<file path="config.mk">
export PLATFORM = sky130hd
export DESIGN_NAME = rx_irq_mode_ctrl
export DESIGN_NICKNAME = d
export VERILOG_FILES = /design/src/rtl/rxim_pkg.sv /design/src/rtl/rxim_mode_sel.sv /design/src/rtl/rxim_cond_mask.sv /design/src/rtl/rxim_rx_seq.sv /design/src/rtl/rxim_irq_hold.sv /design/src/rtl/rx_irq_mode_ctrl.sv
export SDC_FILE = /design/constraint.sdc
export NUM_CORES = 1
export LEC_CHECK = 0
export BUFFER_PORTS_ARGS = -buffer_cell sky130_fd_sc_hd__buf_4
export CORE_AREA = 5 5 44 46
export CTS_CLUSTER_DIAMETER = 30
export DETAILED_ROUTE_END_ITERATION = 7
export DIE_AREA = 0 0 49 51
export SKIP_CTS_REPAIR_TIMING = 1
export SLEW_MARGIN = 20
export SYNTH_ARGS = -nofsm -noshare
export SYNTH_HDL_FRONTEND = slang
export SYNTH_HIERARCHICAL = 1
export SYNTH_SLANG_ARGS = --single-unit
</file>
<file path="constraint.sdc">
create_clock -name clk -period 1.78 [get_ports clk]
set_input_delay 0.356 -clock clk [delete_from_list [all_inputs] [get_ports clk]]
set_output_delay 0.356 -clock clk [all_outputs]
set_load 0.05 [all_outputs]
</file>
<file path="src/rtl/rxim_pkg.sv">
package rxim_pkg;
   typedef enum logic [1:0] {
      RXM_OFF     = 2'b00,
      RXM_FIRST   = 2'b01,
      RXM_EVERY   = 2'b10,
      RXM_SPECIAL = 2'b11
   } rxm_mode_e;

   localparam logic [1:0] VEC_NONE = 2'b00;
   localparam logic [1:0] VEC_CHAR = 2'b01;
   localparam logic [1:0] VEC_SPEC = 2'b10;
endpackage

</file>
<file path="src/rtl/rxim_mode_sel.sv">
module rxim_mode_sel
   import rxim_pkg::*;
#(
   parameter int CTL_W    = 8,
   parameter int MODE_LSB = 3
) (
   input  logic             clk,
   input  logic             rst_n,
   input  logic             ctl_wr,
   input  logic [CTL_W-1:0] ctl_data,
   input  logic             idle,
   output rxm_mode_e        act_mode
);
   generate
      if (MODE_LSB + 2 > CTL_W) begin : g_bad_field
         $error("rxim_mode_sel: mode field outside control byte");
      end
   endgenerate

   rxm_mode_e field;
   rxm_mode_e pend_mode;
   logic      unused_ctl;

   assign field      = rxm_mode_e'(ctl_data[MODE_LSB +: 2]);
   assign unused_ctl = ^ctl_data;

   // a write lands in the pending copy; it moves to the active copy only while idle
   always_ff @(posedge clk or negedge rst_n) begin
      if (!rst_n) begin
         pend_mode <= RXM_OFF;
         act_mode  <= RXM_OFF;
      end else begin
         if (ctl_wr) pend_mode <= field;
         if (idle)   act_mode  <= ctl_wr ? field : pend_mode;
      end
   end
endmodule

</file>
<file path="src/rtl/rxim_cond_mask.sv">
module rxim_cond_mask #(
   parameter int              N_SPEC    = 3,
   parameter logic [N_SPEC-1:0] SPEC_MASK = '1
) (
   input  logic [N_SPEC-1:0] flags,
   output logic              hit
);
   generate
      if (N_SPEC < 1) begin : g_bad_count
         $error("rxim_cond_mask: need at least one condition flag");
      end
   endgenerate

   logic [N_SPEC-1:0] kept;

   for (genvar i = 0; i < N_SPEC; i++) begin : g_flag
      if (SPEC_MASK[i]) begin : g_on
         assign kept[i] = flags[i];
      end else begin : g_off
         assign kept[i] = 1'b0;
      end
   end

   assign hit = |kept;
endmodule

</file>
<file path="src/rtl/rxim_rx_seq.sv">
module rxim_rx_seq
   import rxim_pkg::*;
(
   input  logic      clk,
   input  logic      rst_n,
   input  rxm_mode_e act_mode,
   input  logic      char_valid,
   input  logic      spec_hit,
   input  logic      err_reset,
   output logic      char_evt,
   output logic      spec_evt,
   output logic      dma_req,
   output logic      idle
);
   logic held;
   logic streaming;
   logic char_ok;

   assign spec_evt = spec_hit && (act_mode != RXM_OFF);
   // a colliding special condition swallows the character; R5: hold blocks it
   assign char_ok  = char_valid && !held && !err_reset && !spec_evt;
   assign char_evt = char_ok && ((act_mode == RXM_EVERY) ||
                                 (act_mode == RXM_FIRST && !streaming));
   assign idle     = !held && !streaming;

   always_ff @(posedge clk or negedge rst_n) begin
      if (!rst_n) begin
         held      <= 1'b0;
         streaming <= 1'b0;
         dma_req   <= 1'b0;
      end else begin
         dma_req <= char_ok && (act_mode == RXM_FIRST) && streaming;
         if (spec_evt)       held <= 1'b1;
         else if (err_reset) held <= 1'b0;
         if (spec_evt || err_reset)                 streaming <= 1'b0;
         else if (char_ok && act_mode == RXM_FIRST) streaming <= 1'b1;
      end
   end
endmodule

</file>
<file path="src/rtl/rxim_irq_hold.sv">
module rxim_irq_hold
   import rxim_pkg::*;
(
   input  logic       clk,
   input  logic       rst_n,
   input  logic       char_evt,
   input  logic       spec_evt,
   input  logic       int_ack,
   output logic       irq,
   output logic [1:0] irq_vec
);
   logic pend_char;
   logic pend_spec;

   always_ff @(posedge clk or negedge rst_n) begin
      if (!rst_n) begin
         pend_char <= 1'b0;
         pend_spec <= 1'b0;
      end else begin
         if (char_evt)     pend_char <= 1'b1;
         else if (int_ack) pend_char <= 1'b0;
         if (spec_evt)     pend_spec <= 1'b1;
         else if (int_ack) pend_spec <= 1'b0;
      end
   end

   assign irq     = pend_char || pend_spec;
   assign irq_vec = pend_spec ? VEC_SPEC : (pend_char ? VEC_CHAR : VEC_NONE);
endmodule

</file>
<file path="src/rtl/rx_irq_mode_ctrl.sv">
module rx_irq_mode_ctrl
   import rxim_pkg::*;
#(
   parameter int                CTL_W     = 8,
   parameter int                MODE_LSB  = 3,
   parameter int                N_SPEC    = 3,
   parameter logic [N_SPEC-1:0] SPEC_MASK = '1
) (
   input  logic              clk,
   input  logic              rst_n,
   input  logic              ctl_wr,
   input  logic [CTL_W-1:0]  ctl_data,
   input  logic              char_valid,
   input  logic [N_SPEC-1:0] spec_flags,
   input  logic              err_reset,
   input  logic              int_ack,
   output logic              irq,
   output logic [1:0]        irq_vec,
   output logic              dma_req
);
   rxm_mode_e act_mode;
   logic      spec_hit;
   logic      char_evt;
   logic      spec_evt;
   logic      idle;

   rxim_mode_sel #(.CTL_W(CTL_W), .MODE_LSB(MODE_LSB)) u_mode (
      .clk(clk), .rst_n(rst_n), .ctl_wr(ctl_wr), .ctl_data(ctl_data),
      .idle(idle), .act_mode(act_mode)
   );

   rxim_cond_mask #(.N_SPEC(N_SPEC), .SPEC_MASK(SPEC_MASK)) u_mask (
      .flags(spec_flags), .hit(spec_hit)
   );

   rxim_rx_seq u_seq (
      .clk(clk), .rst_n(rst_n), .act_mode(act_mode), .char_valid(char_valid),
      .spec_hit(spec_hit), .err_reset(err_reset), .char_evt(char_evt),
      .spec_evt(spec_evt), .dma_req(dma_req), .idle(idle)
   );

   rxim_irq_hold u_irq (
      .clk(clk), .rst_n(rst_n), .char_evt(char_evt), .spec_evt(spec_evt),
      .int_ack(int_ack), .irq(irq), .irq_vec(irq_vec)
   );
endmodule

</file>
==> impl_metrics.ini <==
[die]
fp-row-count = 14
fp.dieW_um = 49
coreArea_mm2 = 0.00147
start_util = 0.280
ios = 21
die_h_um = 51
dieArea_mm2 = 0.00250

[timing]
setup_viol_count_final = 0
min_period_over_period = 0.804
tns_ns = 0
final-max-slew-violation-count = 0
fin_crit_ns = 1.43
hold_viol = 0
fmax_ghz = 0.699
hold_slack_ns = 0.315
worst_pin_slew_ns = 0.216
skew_ns = 0.00207
slew_headroom = 0.856
fin_ws_ns = 0.349
rsz0062_at_grt = false

[placed_design]
place_congestion = 0.692
pre_cts_slack_ns = 0.0852
port_buffers = 14
dpl_cell_area_um2 = 529
hpwl_um = 643

[worst_hold_path]
hp-class = input pin to flop

[cts]
clock_sinks = 9
root_buffer = clkbuf_4
cts_inserted_buffers = 3
clk_pin_slew_ns = 0.06
cts_tree = yes
cts_buffer_depth = 2
h-tree-depth = 1
clk_latency_ns = 0.25

[critical_path]
r2r_slack_ns = 0.57
path_buf_inv = 1
max_stage_delay_ns = 0.40
r2r_start = u_seq/held
reg2reg_to = u_irq/pend_char
crit_start = u_irq/pend_spec
crit_chain = or2_1 -> buf_4
cp_max_fo = 4
path_depth = 2
crit_required_ns = 1.42
crit_type = flop to primary output
cp-endpoint = irq
arrival_ns = 1.07
start_kind = flop
crit_slowest_cell = dfrtp_1
cpLargestDelayFamily = flip-flops
critPathCaptureType = primary output
r2r_cells = 3

[power]
switching_share = 0.341
combPwrFrac = 0.355
seqPwrFrac = 0.425
internal_power_uw = 457
p_clk_frac = 0.220
ir_drop_mv = 0.511
total_leakage_power_uw = 0.000278
power.net_switching_uw = 236
power_density_mw_per_mm2 = 1230

[synth]
synth_commonest_cells = dfrtp_1, inv_1
synth_cell_types = 18
netlist_instances = 32
yosys.area.top_type = dfrtp_1
synth_top_area_frac = 0.547
syn-num-nets = 49
syn-cell-area_um2 = 412
ys_seq_area_frac = 0.547
syn_area_per_cell_um2 = 12.9
synthArstFlopShare = 1.00
synthTopCellsByArea = dfrtp_1, mux2_4, mux2_2, a21o_1, or4b_4
synth_flop_cell = dfrtp_1
synth_edf_count = 0
ys_seq_elements = 9
yosysMostFrequentCell = dfrtp_1
yosys_warnings = 6

[final_layout]
diodes = 0
synthToLayoutAreaGrowth_pct = 37.4
multi_input_area_um2 = 168
design_area_um2 = 566
final_layout_size_suffix_gt1_frac = 0.520
regArea_um2 = 225
nFillCells = 152
nets = 68

[routing]
via_per_inst = 4.45
routedLengthMet1_um = 349
wl_per_cell_um = 12.2
drcViolationCount = 0
firstDrtPassIters = 1
routed_wl_um = 804
met3_length_um = 64
vias = 294
ant_nets = 0
routed.top_layer = met4
initialDrtViolationCount = 0
wl_met2_um = 378

[global_route]
grt-ovfl-total = 0
grt_pass1_wl_mm = 1.37
grt_pass1_vias = 323
antenna_found_initial = 0
grt_max_degree = 10
grt_usage = 0.0723

[job]
cap_violations = 0

[run_status]
outcome = completed
[final cells by class]
cell class,count,share of cell area
Clock buffer,4,0.0465
Tap cell,16,0.0354
Sequential cell,9,0.398
Inverter,3,0.0199
Multi-Input combinational cell,19,0.296
Timing Repair Buffer,15,0.204
[metrics by stage]
stage | instances | utilization | total power, uW
floorplan | 32 | - | 479
global placement | 61 | 0.360 | 537
detailed placement | 61 | 0.360 | 546
CTS | 65 | 0.378 | 705
global route | 66 | 0.384 | 733
finish | 66 | 0.384 | 693
[power groups by stage]
stage          clock network (uW)  logic [uW]  registers [uW]
6_report                      153         246             295
2_1_floorplan                   0         194             285
4_1_cts                       162         248             295
3_3_place_gp                    0         242             295
5_1_grt                       168         264             300
3_5_place_dp                    0         248             299
[registers in the layout, summed over array words and instances, names as in the netlist]
signal and flops:
u_irq/pend_char 1, u_seq/held 1, u_seq/dma_req 1, u_mode/pend_mode 2, u_seq/streaming 1, u_irq/pend_spec 1
u_mode/act_mode 2
[layout by cell type, fill, tap and decap left out, drive strengths merged]
master	n
inv	3
a21o	3
nand2b	2
nor2	1
buf	14
or3b	1
dlygate4sd3	1
or3	1
o21a	1
a21oi	1
o32ai	1
nor3	1
and2b	1
or4b	1
or2	1
mux2	4
dfrtp	9
clkbuf	4
[how the worst min path moves through the flow]
stage | cells after the start | from | endpoint | slack (ns)
4_1_cts | 1 | rst_n | u_mode/pend_mode[0] | -0.09
3_3_place_gp | 1 | rst_n | u_mode/pend_mode[0] | 0.19
6_report | 2 | err_reset | u_seq/streaming | 0.31
5_1_grt | 2 | err_reset | u_seq/streaming | 0.33
3_5_place_dp | 1 | rst_n | u_mode/pend_mode[0] | 0.19
2_1_floorplan | 0 | rst_n | u_irq/pend_char | 0.06
[worst reg2reg max path, cell delays in order (launching register included)]
cell and delay, ns:
dfrtp_1 0.40, or4b_4 0.51, a21oi_1 0.14, a21o_1 0.10
[metal layers]
metal	up-vias	track usage
met3	2	0.0494
met5	-	0
li1	145	-
met2	15	0.107
met1	132	0.0771
met4	0	0.0404
[logic make-up after synthesis]
logic type / count (synthesis) / synth area share
AO/OA/AOI/OAI: 6 / 0.109
buffers and inverters: 4 / 0.0456
flip-flops: 9 / 0.547
multiplexers: 4 / 0.128
AND/OR/NAND/NOR: 9 / 0.170
Power figures use the tool's default switching activity.
